**src/rtl/lms_pkg.sv**
```systemverilog
package lms_pkg;
  typedef enum logic {DIR_IN = 1'b0, DIR_OUT = 1'b1} dir_e;

  function automatic int walk_last(input int half);
    return half - 1;
  endfunction

  function automatic int width_for(input int max_val);
    return (max_val < 2) ? 1 : $clog2(max_val + 1);
  endfunction
endpackage

```
**src/rtl/lms_tick_divider.sv**
```systemverilog
module lms_tick_divider #(
  parameter int STEP_TICKS = 4,
  parameter int CNT_W      = lms_pkg::width_for(STEP_TICKS)
) (
  input  logic clk,
  input  logic rst,
  input  logic run,
  output logic tick_o
);
  localparam logic [CNT_W-1:0] LIMIT = CNT_W'(STEP_TICKS);

  logic [CNT_W-1:0] cnt_q;
  logic             at_limit;

  assign at_limit = (cnt_q == LIMIT);
  assign tick_o   = run && at_limit;

  always_ff @(posedge clk) begin
    if (rst) begin
      cnt_q <= '0;
    end else if (run) begin
      if (at_limit) cnt_q <= '0;
      else          cnt_q <= cnt_q + 1'b1;
    end
  end

  a_r4_count_in_range: assert property (@(posedge clk) disable iff (rst)
    cnt_q <= LIMIT);
  a_r6_count_held: assert property (@(posedge clk) disable iff (rst)
    !run |=> $stable(cnt_q));
endmodule

```
**src/rtl/lms_bounce_walker.sv**
```systemverilog
module lms_bounce_walker #(
  parameter int HALF  = 4,
  parameter int OFF_W = lms_pkg::width_for(HALF - 1)
) (
  input  logic             clk,
  input  logic             rst,
  input  logic             advance,
  output logic [OFF_W-1:0] offset_o
);
  import lms_pkg::*;
  localparam logic [OFF_W-1:0] LAST = OFF_W'(walk_last(HALF));

  dir_e             dir_q;
  logic [OFF_W-1:0] off_q;
  logic             at_centre, at_edge;

  assign at_centre = (off_q == LAST);
  assign at_edge   = (off_q == '0);
  assign offset_o  = off_q;

  always_ff @(posedge clk) begin
    if (rst) begin
      off_q <= '0;
      dir_q <= DIR_IN;
    end else if (advance) begin
      if (dir_q == DIR_IN) begin
        if (at_centre) begin
          dir_q <= DIR_OUT;
          off_q <= off_q - 1'b1;
        end else begin
          off_q <= off_q + 1'b1;
        end
      end else begin
        if (at_edge) begin
          dir_q <= DIR_IN;
          off_q <= off_q + 1'b1;
        end else begin
          off_q <= off_q - 1'b1;
        end
      end
    end
  end

  a_r3_offset_in_range: assert property (@(posedge clk) disable iff (rst)
    off_q <= LAST);
  a_r3_turn_at_centre: assert property (@(posedge clk) disable iff (rst)
    (advance && at_centre) |=> (dir_q == DIR_OUT));
  a_r3_turn_at_edge: assert property (@(posedge clk) disable iff (rst)
    (advance && at_edge) |=> (dir_q == DIR_IN));
endmodule

```
**src/rtl/lms_mirror_decoder.sv**
```systemverilog
module lms_mirror_decoder #(
  parameter int WIDTH = 8,
  parameter int OFF_W = lms_pkg::width_for(WIDTH / 2 - 1)
) (
  input  logic [OFF_W-1:0] offset_i,
  output logic [WIDTH-1:0] mask_o
);
  localparam int HALF = WIDTH / 2;

  for (genvar i = 0; i < HALF; i++) begin : g_pair
    assign mask_o[i]           = (offset_i == OFF_W'(i));
    assign mask_o[WIDTH-1-i]   = (offset_i == OFF_W'(i));
  end
endmodule

```
**src/rtl/led_mirror_shifter.sv**
```systemverilog
module led_mirror_shifter #(
  parameter int WIDTH      = 8,
  parameter int STEP_TICKS = 4
) (
  input  logic             clk,
  input  logic             rst,
  input  logic             run,
  output logic [WIDTH-1:0] leds_o,
  output logic             step_o
);
  localparam int HALF  = WIDTH / 2;
  localparam int OFF_W = lms_pkg::width_for(HALF - 1);

  logic             tick;
  logic [OFF_W-1:0] offset;
  logic             step_q;

  initial begin
    assert (WIDTH >= 4 && WIDTH % 2 == 0)
      else $error("WIDTH must be even and at least 4");
  end

  lms_tick_divider #(.STEP_TICKS(STEP_TICKS)) u_div (
    .clk(clk), .rst(rst), .run(run), .tick_o(tick));

  lms_bounce_walker #(.HALF(HALF), .OFF_W(OFF_W)) u_walk (
    .clk(clk), .rst(rst), .advance(tick), .offset_o(offset));

  lms_mirror_decoder #(.WIDTH(WIDTH), .OFF_W(OFF_W)) u_dec (
    .offset_i(offset), .mask_o(leds_o));

  always_ff @(posedge clk) begin
    if (rst) step_q <= 1'b0;
    else     step_q <= tick;
  end
  assign step_o = step_q;

  a_r2_two_lit: assert property (@(posedge clk) disable iff (rst)
    $countones(leds_o) == 2);
  a_r2_mirrored: assert property (@(posedge clk) disable iff (rst)
    leds_o == {<<{leds_o}});
  a_r5_step_brings_change: assert property (@(posedge clk) disable iff (rst)
    tick |=> (step_o && leds_o != $past(leds_o)));
  a_r6_frozen: assert property (@(posedge clk) disable iff (rst)
    !run |=> ($stable(leds_o) && !step_o));
endmodule

```
**config.mk**
```make
export PLATFORM = sky130hd
export DESIGN_NAME = led_mirror_shifter
export DESIGN_NICKNAME = d
export VERILOG_FILES = /design/src/rtl/lms_pkg.sv /design/src/rtl/lms_tick_divider.sv /design/src/rtl/lms_bounce_walker.sv /design/src/rtl/lms_mirror_decoder.sv /design/src/rtl/led_mirror_shifter.sv
export SDC_FILE = /design/constraint.sdc
export NUM_CORES = 1
export LEC_CHECK = 0
export BUFFER_PORTS_ARGS = -buffer_cell sky130_fd_sc_hd__buf_2
export CAP_MARGIN = 5
export CORE_MARGIN = 4
export CORE_UTILIZATION = 25
export DETAILED_ROUTE_END_ITERATION = 8
export GPL_ROUTABILITY_DRIVEN = 1
export HOLD_SLACK_MARGIN = 0.1
export PLACE_DENSITY = 0.51
export SKIP_CTS_REPAIR_TIMING = 1
export SLEW_MARGIN = 20
export SYNTH_ARGS = -nofsm -noshare
export SYNTH_HDL_FRONTEND = slang
export SYNTH_SLANG_ARGS = --single-unit
```
**constraint.sdc**
```tcl
create_clock -name clk -period 1.4 [get_ports clk]
set_input_delay 0.21 -clock clk [delete_from_list [all_inputs] [get_ports clk]]
set_output_delay 0.21 -clock clk [all_outputs]
set_load 0.05 [all_outputs]
```
# Word level (Yosys, flattened, before mapping)
# Index checks and enable logic that the tools add are counted.
[word_totals]
input_bits = 3
register_bits = 7
wordCells = 20
[classes]
eq_ne = 4
add_sub_neg = 3
n_reduce_logical = 2
muxes = 7
[ops]
columns = ["op", "n"]
rows = [
  ["2-bit 2-to-1 mux", 3],
  ["2-bit equality test, second input constant", 2],
  ["3-bit by 1-bit adder with 3-bit output, second input constant", 1],
  ["3-bit equality test, second input constant", 1],
  ["1-bit 2-to-1 mux", 3],
  ["3-bit 2-to-1 mux", 1],
  ["2-bit by 1-bit adder with 2-bit output, second input constant", 1],
  ["2-bit by 1-bit equality test with 1-bit output, second input constant", 1],
  ["2-bit logical NOT", 1],
  ["2-bit by 1-bit subtractor with 2-bit output, second input constant", 1],
  ["1-bit logical AND", 1],
]

# Depth between registers and ports, before layout
# Gate-level depths: netlist (run 1).
[depth]
ltp_word = 3
ltp_mapped = 5
depth_no_buf = 5

# Cells and area by module
# A second synthesis (run 1) with hierarchy kept.
[unflattened]
hier_cells = 41
area_unflattened_um2 = 381.6
[modules_own_cells]
columns = ["mod", "cells_each", "area_per_inst_um2", "n_inst"]
rows = [
  ["lms_tick_divider", 19, 157.7, 1],
  ["lms_bounce_walker", 12, 133.9, 1],
  ["lms_mirror_decoder", 8, 56.3, 1],
  ["led_mirror_shifter", 2, 33.8, 1],
]

# Worst setup path before layout (run 1)
# Ideal clock, no wire load.
[synth_timing]
path_type = "register to output"
start = "register u_walk.off_q[0], in the netlist u_walk.offset_o[0]"
end = "output port leds_o[6]"
n_path_buf = 1
stages_incl_launch_ff = 3
path_slack_ps = -319
t_arrival_ps = 1509
path_cell_list = "dfxtp_1 > nor2b_1 > buf_4"
[synth_between]
elab_chain_cells = 1
[synth_lines]
columns = ["item", "line_no", "rtl"]
rows = [
  ["from (decl)", "lms_bounce_walker.sv:14", "logic [OFF_W-1:0] off_q;"],
  ["from (signal assigned)", "lms_bounce_walker.sv:29", "off_q <= off_q - 1'b1;"],
  ["from (signal assigned)", "lms_bounce_walker.sv:31", "off_q <= off_q + 1'b1;"],
  ["from (signal assigned)", "lms_bounce_walker.sv:36", "off_q <= off_q + 1'b1;"],
  ["2-bit by 1-bit equality test with 1-bit output", "-", ""],
  ["to (decl)", "led_mirror_shifter.sv:8", "output logic [WIDTH-1:0] leds_o,"],
]
# Every way passes these cells.

# Worst setup path in the final report (run 1)
[layout_timing]
start = "register u_walk.off_q[1], in the netlist u_walk.offset_o[1]"
end = "output port leds_o[4]"
[layout_between]
elab_chain_cells = 1
[layout_lines]
columns = ["item", "line_no", "rtl"]
rows = [
  ["2-bit equality test", "lms_mirror_decoder.sv:12", "assign mask_o[WIDTH-1-i] = (offset_i == OFF_W'(i));"],
]
# Every way passes these cells.

==> out/qor.log, run 1 <==
qor: power.power.density 981 mW/mm^2
qor: clocking.tritoncts done
qor: die.fp.coreArea 0.00135 mm^2
qor: setup_path.cpLargestDelayFamily flip-flops
qor: drt.drt_wl_total 619 um
qor: timing.rsz0062_at_grt false
qor: drt.initialDrtViolationCount 7
qor: synthesis.synth-seq-cells 7
qor: grt.grt_pass1_vias 240
qor: synthesis.ys_seq_area_frac 0.377
qor: timing.skew 0.00365 ns
qor: timing.min_period_over_period 0.914
qor: clocking.clock_latency 0.24 ns
qor: die.initial_utilization 0.275
qor: synthesis.postSynthAreaPerCell 8.64 um^2
qor: setup_path.crit_fanout 7
qor: setup_path.crit_arrival 1.07 ns
qor: synthesis.yosys_warnings 0
qor: final_layout.final_util 0.322
qor: synthesis.synth.distinct_cells 20
qor: final_layout.areaGrowthSynthToFinish 16.8%
qor: timing.max_slew.worst_pin.slew 0.249 ns
qor: timing.setup_total_negative_slack 0 ns
qor: final_layout.count_of_antenna_diodes_in_the_layout 0
qor: timing.finalHoldViolCount 0
qor: drt.route.vias.total 299
qor: drt.ant_nets 0
qor: clocking.numCtsBuffers 3
qor: timing.min_period 1.28 ns
qor: synthesis.synth_nets 48
qor: placement.dpl_cell_area 400 um^2
qor: final_layout.drive_gt1_frac 0.353
qor: die.fp.dieH 46.6 um
qor: setup_path.critical-path-max-stage-delay 0.39 ns
qor: drt.drc 0
qor: grt.grt_start_max_net_pins 9
qor: drt.detail_route.wl_per_cell 9.38 um
qor: final_layout.finish.net_count 57
qor: power.static-leakage-power 0.187 nW
qor: grt.gr-usage-all-layers 0.0673
qor: setup_path.worst_setup_path_end_kind primary output
qor: clocking.cts_sinks 7
qor: clocking.cts.root.buffer_cell clkbuf_4
qor: run_status.status finished clean
qor: die.fp.dieW 46.6 um
qor: setup_path.startpoint_type flop
qor: timing.fmaxAchievable 781 MHz
qor: clocking.cts.path.max_buffers 2
qor: final_layout.final_common_cell buf_2
qor: setup_path.crit_chain and2_1, clkbuf_4
qor: drt.drtPass1Iterations 4
qor: synthesis.gate_count_after_technology_mapping 43
qor: grt.first_pass_grt_wire_length 979 um
qor: synthesis.syn-cell-area 372 um^2
qor: power.p_total 0.426 mW
qor: die.num_rows 13
qor: grt.grt-ovfl-total 0
qor: setup_path.timing_worst_setup_path_type flop to primary output
qor: final_layout.commonest_non_fill_non_tap_cells_in_the_layout buf_2 (9), clkbuf_4 (5), dfxtp_1 (5)
qor: setup_path.cell_type_of_the_slowest_stage_on_the_worst_timing_path dfxtp_2
qor: min_path.worstHoldPathType primary input to flop
qor: timing.slew_violations 0
qor: clocking.clkSlewWorstSetupHoldPaths 0.05 ns
qor: run.maxCapViolCount 0
qor: setup_path.cp_num_buf_inv 1
qor: die.pin_count 12
qor: die.die_area 0.00217 mm^2
qor: grt.grt_antenna_before_repair 0
qor: power.peakVddDrop 0.436 mV
qor: setup_path.required_time_reported_for_the_critical_path_endpoint 1.19 ns
qor: timing.setup_viol 0
qor: clocking.h-tree-depth 1
qor: drt.avgViaCountPerCell 4.53
qor: final_layout.fillers 140
qor: placement.gp_congestion 0.840
qor: placement.buffer_ports.inserted 11
qor: final_layout.postLayoutCellArea 434 um^2
qor: placement.place_hpwl 499 um
qor: timing.timing.slew.headroom 0.835
## flip-flops by register name, summed over array words and instances (netlist names)
signal           count
step_o               1
u_walk.dir_q         1
u_div.cnt_q          3
u_walk.offset_o      2
## through the flow
stage	hold WS, ns	std cells	setup WS (ns)
final	0.205	66	0.120
after global placement	0.467	62	0.236
after CTS	0.204	66	-0.0128
after detailed placement	0.471	62	0.209
after floorplan	0.279	43	0.0426
after global routing	0.217	66	0.0520
## metal layers
metal | GRT usage | vias up | wire length (um)
met3 | 0.0352 | 0 | 72
li1 | - | 157 | -
met2 | 0.0879 | 15 | 248
met4 | 0.0511 | 0 | 0
met1 | 0.0810 | 127 | 297
met5 | 0 | - | 0
## synth_stat cells (all sizes together)
cell	n	area share
nand2	3	0.030
or2	1	0.017
and2	1	0.017
and3	1	0.020
ha	2	0.067
nand3	1	0.013
a21oi	2	0.027
and2b	1	0.020
inv	2	0.020
a41oi	1	0.024
nand3b	1	0.020
xnor2	2	0.047
a31oi	1	0.017
nor3	2	0.027
o21ai	3	0.040
dfxtp	7	0.38
buf	7	0.14
mux2i	1	0.027
nor2b	1	0.017
nor2	3	0.030
## cell families after synthesis
kind of cell               synth area share
and+or+nand+nor                       0.212
adders and majority gates            0.0673
muxes                                0.0269
xor gates and xnor gates             0.0471
DFF                                   0.377
buffers and inverters                 0.162
AOI/OAI and AO/OA                     0.108
## where the power goes
part           total (mW)  internal, mW  switching, mW
combinational      0.0404        0.0167         0.0237
sequential          0.212         0.206        0.00576
clock               0.173         0.108         0.0651
## path summary, 6_finish.rpt
path                           start                 end  slack [ns]  depth (start not counted)
setup / recovery  u_walk.offset_o[1]           leds_o[4]        0.12                          2
hold / removal                   rst  u_walk.offset_o[0]        0.20                          2
hold reg to reg         u_walk.dir_q        u_walk.dir_q        0.49                          2
setup reg to reg      u_div.cnt_q[0]  u_walk.offset_o[0]        0.20                          5
## area by class of cell
| type | count | area, um^2 | share of cell area |
|---|---|---|---|
| repair buffers | 11 | 60.1 | 0.138 |
| flip-flops and latches | 7 | 143 | 0.329 |
| inverters | 2 | 7.51 | 0.0173 |
| clock buffers | 4 | 26.3 | 0.0605 |
| multi-input cells | 27 | 179 | 0.412 |
| well taps | 15 | 18.8 | 0.0432 |
Note: power is estimated with default switching activity, not from simulation.
==> run 2: changes to the inputs <==
Settings changed: PLACE_DENSITY 0.51 to 0.53, RECOVER_POWER from default to 50.
Clock period 1.4 ns to 1.1 ns, I/O delays scaled along.
==> run 2 against run 1 <==
Net effect: the run now ends with negative setup slack left; clock skew is 0.00050 ns lower; wire length up 27%; combinational power is 75% higher; clock power up 42%; worst setup slack got worse by 0.21 ns; final cell count grew 6.1%; non-clock buffer count rose by 4; total power grew 37%; sequential share of layout area shrank 5.6 points; first-iteration DRC count down 71%; largest cell class unchanged; largest power group unchanged.
==> out/qor.log, run 2 (same netlist as run 1, synthesis figures left out) <==
qor: final_layout.final-seq-area 148 um^2 [+3.5%]
qor: drt.initialDrtViolationCount 2 [-5]
qor: final_layout.top_register u_div.cnt_q
qor: run.maxCapViolCount 0 [unchanged]
qor: grt.grt_pass1_vias 269 [+12%]
qor: grt.grt_start_max_net_pins 8 [-1]
qor: timing.finalHoldWorstSlack 0.156 ns [-0.0482 ns]
qor: die.die_area 0.00217 mm^2 [unchanged]
qor: die.fp.dieW 46.6 um [unchanged]
qor: timing.slew_violations 0 [unchanged]
qor: power.peakVddDrop 0.420 mV [-3.7%]
qor: grt.gr-usage-all-layers 0.0823 [+0.0150]
qor: setup_path.startpoint_type flop
qor: final_layout.postLayoutCellArea 542 um^2 [+25%]
qor: clocking.cts.path.max_buffers 2 [unchanged]
qor: placement.buffer_ports.inserted 11 [unchanged]
qor: timing.max_slew.worst_pin.slew 0.281 ns [+0.0315 ns]
qor: final_layout.multi_input_comb_area 195 um^2 [+9.1%]
qor: final_layout.fillers 133 [-5.0%]
qor: clocking.cts.root.buffer_cell clkbuf_4
qor: drt.drc 0 [unchanged]
qor: drt.route.vias.total 318 [+6.4%]
qor: clocking.numCtsBuffers 3 [unchanged]
qor: timing.fmaxAchievable 839 MHz
qor: timing.skew 0.00315 ns [-0.000503 ns]
qor: timing.rsz0062_at_grt true
qor: grt.grt-ovfl-total 0 [unchanged]
qor: placement.dpl_cell_area 437 um^2 [+9.1%]
qor: grt.grt_antenna_before_repair 0 [unchanged]
qor: final_layout.largest_register_ff_count 3 [unchanged]
qor: drt.ant_nets 0 [unchanged]
qor: final_layout.final_common_cell buf_4
qor: drt.drt_wl_total 786 um [+27%]
qor: clocking.h-tree-depth 1 [unchanged]
qor: setup_path.timing_worst_setup_path_type flop to primary output
qor: min_path.worst_hold_path.num_cells 2 [unchanged]
qor: setup_path.r2r_slack 0.01 ns [-0.19 ns]
qor: timing.finalHoldViolCount 0 [unchanged]
qor: setup_path.required_time_reported_for_the_critical_path_endpoint 0.94 ns [-0.25 ns]
qor: setup_path.worst_reg2reg_startpoint u_div.cnt_q[1]
qor: die.fp.coreArea 0.00135 mm^2 [unchanged]
qor: grt.first_pass_grt_wire_length 1.13 mm [+16%]
qor: die.fp.dieH 46.6 um [unchanged]
qor: timing.min_period 1.19 ns
qor: die.initial_utilization 0.275 [unchanged]
qor: setup_path.crit_fanout 6 [-1]
qor: power.power.density 1080 mW/mm^2 [+9.7%]
qor: final_layout.drive_gt1_frac 0.527 [+0.174]
qor: timing.setup_viol 7 [+7]
qor: final_layout.count_of_antenna_diodes_in_the_layout 0 [unchanged]
qor: die.num_rows 13 [unchanged]
qor: run_status.violations negative setup slack
qor: drt.detail_route.wl_per_cell 11.2 um [+20%]
qor: timing.min_period_over_period 1.08
qor: clocking.tritoncts done
qor: clocking.clkSlewWorstSetupHoldPaths 0.06 ns [about the same]
qor: min_path.worstHoldPathType primary input to flop
qor: setup_path.capture_instance_of_the_worst_register_to_register_path u_walk.offset_o[0]
qor: power.p_total 0.583 mW [+37%]
qor: clocking.cts_sinks 7 [unchanged]
qor: placement.pre_cts_setup_slack -0.00302 ns [-0.212 ns]
qor: final_layout.areaGrowthSynthToFinish 45.8%
qor: drt.avgViaCountPerCell 4.54 [+0.28%]
qor: die.pin_count 12 [unchanged]
qor: clocking.clock_latency 0.26 ns [+0.02 ns]
qor: placement.place_hpwl 550 um [+10%]
qor: timing.final.setup.worst_slack -0.0920 ns [-0.212 ns]
qor: final_layout.finish.net_count 61 [+7.0%]
qor: setup_path.rr_worst_depth 5 [unchanged]
qor: final_layout.commonest_non_fill_non_tap_cells_in_the_layout buf_4 (5), buf_8 (4)
qor: run_status.status complete, but fails checks
qor: min_path.timing.hold.worst_endpoint u_walk.offset_o[1]
qor: power.static-leakage-power 0.220 nW [+18%]
qor: timing.timing.slew.headroom 0.814 [-0.0213]
qor: placement.gp_congestion 0.660 [-21%]
qor: setup_path.crit_arrival 1.03 ns [-0.04 ns]
qor: setup_path.worst_setup_path_end_kind primary output
qor: drt.drtPass1Iterations 3 [-1]
qor: min_path.hold_path.startpoint rst
-- run 2: cell count changes in the layout (fill, tap and decap cells not counted), moves of 3 or more --
cell / delta
buf_4: +5
buf_8: +4
buf_6: +3
buf_2: -7
-- run 2: critical path, cell delays in order (launching register included) --
cell     delay, ns
dfxtp_4       0.36
and2b_4       0.27
buf_8         0.14
-- run 2: routing by layer --
metal | track usage | routed length [um] | vias up
met1 | 0.0926 | 311 | 141
met2 | 0.110 | 390 | 12
met4 | 0.102 | 30 | 0
met3 | 0.0234 | 54 | 3
met5 | 0 | 0 | -
li1 | - | - | 162
-- run 2: per-stage QoR --
step,cells,TNS [ns],util
final,70,-0.432,0.401
after CTS,70,-1.43,0.343
after detailed placement,66,-0.00302,0.323
after global placement,66,0,0.323
after floorplan,43,-0.0498,-
after global routing,70,-0.905,0.401
-- run 2: area by class of cell --
cell class,instances,share of cell area
Timing Repair Buffer,15,0.270
Inverter,2,0.0139
Sequential cell,7,0.273
Multi-Input combinational cell,27,0.360
Clock buffer,4,0.0485
Tap cell,15,0.0346
-- run 2: worst max-delay path by stage --
| stage | cells past startpoint | startpoint | end |
|---|---|---|---|
| 2_1_floorplan | 2 | u_walk.offset_o[0] | leds_o[6] |
| 3_3_place_gp | 5 | u_div.cnt_q[0] | u_walk.offset_o[0] |
| 3_5_place_dp | 5 | u_div.cnt_q[0] | u_walk.offset_o[0] |
| 4_1_cts | 2 | u_walk.offset_o[0] | leds_o[4] |
| 5_1_grt | 2 | u_walk.offset_o[0] | leds_o[2] |
| 6_report | 2 | u_walk.offset_o[0] | leds_o[2] |
-- run 2: power by group --
part / total (mW) / internal, mW / switching [mW]
combinational: 0.0706 / 0.0332 / 0.0374
sequential: 0.267 / 0.261 / 0.00595
clock: 0.245 / 0.139 / 0.106
==> run 3: changes to the inputs <==
Clock period 1.1 ns to 1.04 ns, I/O delays scaled along.
==> run 3 against run 2 <==
Net effect: the run still ends with negative setup slack left; flip-flop and latch count stayed put; total power is 6.7% higher; clock-buffer cell count stayed put; largest cell class unchanged; critical path type unchanged; die area stayed put; clock skew is 0.00083 ns lower; register-to-register slack worse by 0.03 ns; non-clock buffer count is 3 higher; first-iteration DRC count is 50% lower; wire length is 2.5% higher; final cell count is 4.3% higher; largest power group unchanged; critical path depth stayed put.
==> out/qor.log, run 3 (same netlist as run 1, synthesis figures left out) <==
qor: setup_path.crit_arrival 1.02 ns [about the same]
qor: final_layout.final_util 0.425 [+0.0241]
qor: timing.slew_violations 0 [unchanged]
qor: run_status.status complete, but fails checks
qor: final_layout.drive_gt1_frac 0.621 [+0.0934]
qor: final_layout.count_of_antenna_diodes_in_the_layout 0 [unchanged]
qor: timing.final.setup.worst_slack -0.139 ns [-0.0472 ns]
qor: clocking.h-tree-depth 1 [unchanged]
qor: die.num_rows 13 [unchanged]
qor: final_layout.largest_register_ff_count 3 [unchanged]
qor: setup_path.startpoint_type flop
qor: placement.placedCellCount 64 [-3.0%]
qor: power.peakVddDrop 0.602 mV [+43%]
qor: final_layout.areaGrowthSynthToFinish 54.5%
qor: run.maxCapViolCount 0 [unchanged]
qor: grt.grt_pass1_vias 284 [+5.6%]
qor: clocking.cts.root.buffer_cell clkbuf_4
qor: min_path.worstHoldPathType primary input to flop
qor: timing.min_period_over_period 1.13
qor: clocking.tritoncts done
qor: clocking.cts_sinks 7 [unchanged]
qor: placement.place_hpwl 495 um [-10%]
qor: power.p_total 0.622 mW [+6.7%]
qor: final_layout.fillers 139 [+4.5%]
qor: setup_path.crit_fanout 8 [+2]
qor: final_layout.commonest_non_fill_non_tap_cells_in_the_layout buf_4 (8), buf_6 (5), clkbuf_4 (4), nor2_1 (3), dfxtp_1 (3)
qor: die.initial_utilization 0.275 [unchanged]
qor: final_layout.stdcell_count 73 [+4.3%]
qor: clocking.clock_latency 0.25 ns [about the same]
qor: timing.max_slew.worst_pin.slew 0.279 ns [-0.00154 ns]
qor: placement.buffer_ports.inserted 11 [unchanged]
qor: grt.grt-ovfl-total 0 [unchanged]
qor: setup_path.rr_worst_depth 5 [unchanged]
qor: timing.finalHoldViolCount 0 [unchanged]
qor: clocking.numCtsBuffers 3 [unchanged]
qor: die.fp.dieH 46.6 um [unchanged]
qor: setup_path.timing_worst_setup_path_type flop to primary output
qor: grt.grt_start_max_net_pins 9 [+1]
qor: drt.initialDrtViolationCount 1 [-1]
qor: timing.finalHoldWorstSlack 0.162 ns [+0.00584 ns]
qor: setup_path.required_time_reported_for_the_critical_path_endpoint 0.88 ns [-0.06 ns]
qor: drt.ant_nets 0 [unchanged]
qor: clocking.cts.path.max_buffers 2 [unchanged]
qor: timing.timing.slew.headroom 0.815 [+0.00102]
qor: clocking.clkSlewWorstSetupHoldPaths 0.05 ns [about the same]
qor: timing.setup_viol 9 [+2]
qor: grt.first_pass_grt_wire_length 1.24 mm [+9.2%]
qor: drt.drtPass1Iterations 2 [-1]
qor: die.fp.coreArea 0.00135 mm^2 [unchanged]
qor: min_path.hold_path.startpoint rst
qor: final_layout.top_register u_div.cnt_q
qor: min_path.worst_hold_path.num_cells 2 [unchanged]
qor: run_status.violations negative setup slack
qor: timing.min_period 1.18 ns
qor: drt.route.vias.total 326 [+2.5%]
qor: placement.gp_congestion 0.631 [-4.3%]
qor: die.fp.dieW 46.6 um [unchanged]
qor: drt.drc 0 [unchanged]
qor: drt.avgViaCountPerCell 4.47 [-1.7%]
qor: power.power.density 1080 mW/mm^2 [+0.64%]
qor: drt.drt_wl_total 806 um [+2.5%]
qor: drt.detail_route.wl_per_cell 11.0 um [-1.7%]
qor: power.static-leakage-power 0.232 nW [+5.5%]
qor: final_layout.finish.net_count 64 [+4.9%]
qor: grt.grt_antenna_before_repair 0 [unchanged]
qor: die.die_area 0.00217 mm^2 [unchanged]
qor: final_layout.final_common_cell buf_4
qor: timing.fmaxAchievable 848 MHz
qor: setup_path.worst_reg2reg_startpoint u_div.cnt_q[0]
qor: die.pin_count 12 [unchanged]
qor: setup_path.r2r_slack -0.02 ns [-0.03 ns]
qor: timing.skew 0.00232 ns [-0.000826 ns]
qor: setup_path.worst_setup_path_end_kind primary output
qor: grt.gr-usage-all-layers 0.0872 [+0.00482]
qor: setup_path.cp-startpoint u_walk.offset_o[0]
qor: timing.rsz0062_at_grt true
==> run 3: layout make-up <==
| class | count | area (um^2) | share of cell area |
|---|---|---|---|
| repair buffers | 18 | 154 | 0.268 |
| inverters | 2 | 7.51 | 0.0131 |
| flip-flops and latches | 7 | 150 | 0.261 |
| clock buffers | 4 | 26.3 | 0.0458 |
| well taps | 15 | 18.8 | 0.0327 |
| multi-input cells | 27 | 218 | 0.379 |
==> run 3: per-stage QoR <==
step	cell area [um^2]	setup WS, ns	setup TNS, ns
detailed placement	430	-0.0358	-0.0933
floorplan	402	-0.0242	-0.0242
finish	574	-0.139	-0.787
global route	574	-0.178	-1.37
global placement	430	-0.0300	-0.0667
CTS	457	-0.246	-1.70
==> run 3: per-layer routing <==
layer  global-route usage  wire length (um)  vias to the layer above
li1                     -                 -                      168
met5                    0                 0                        -
met3               0.0586                73                        5
met1               0.0998               337                      139
met2                0.110               376                       14
met4               0.0682                19                        0
==> run 3: path summary, 6_finish.rpt <==
kind / end
worst max register to register: u_walk.offset_o[1]
worst min register to register: u_walk.dir_q
worst max-delay path: leds_o[2]
worst min-delay path: u_walk.offset_o[1]
==> run 3: critical path: stages (launching register included) <==
cell and delay [ns]:
dfxtp_4 0.36, and2b_4 0.26, buf_6 0.15
==> run 3: report_power, final <==
part           leakage [nW]  switching (mW)  total (mW)  internal, mW
clock                0.0150           0.103       0.250         0.147
combinational         0.158          0.0434      0.0909        0.0476
sequential           0.0591         0.00698       0.281         0.274
total                 0.232           0.154       0.622         0.468
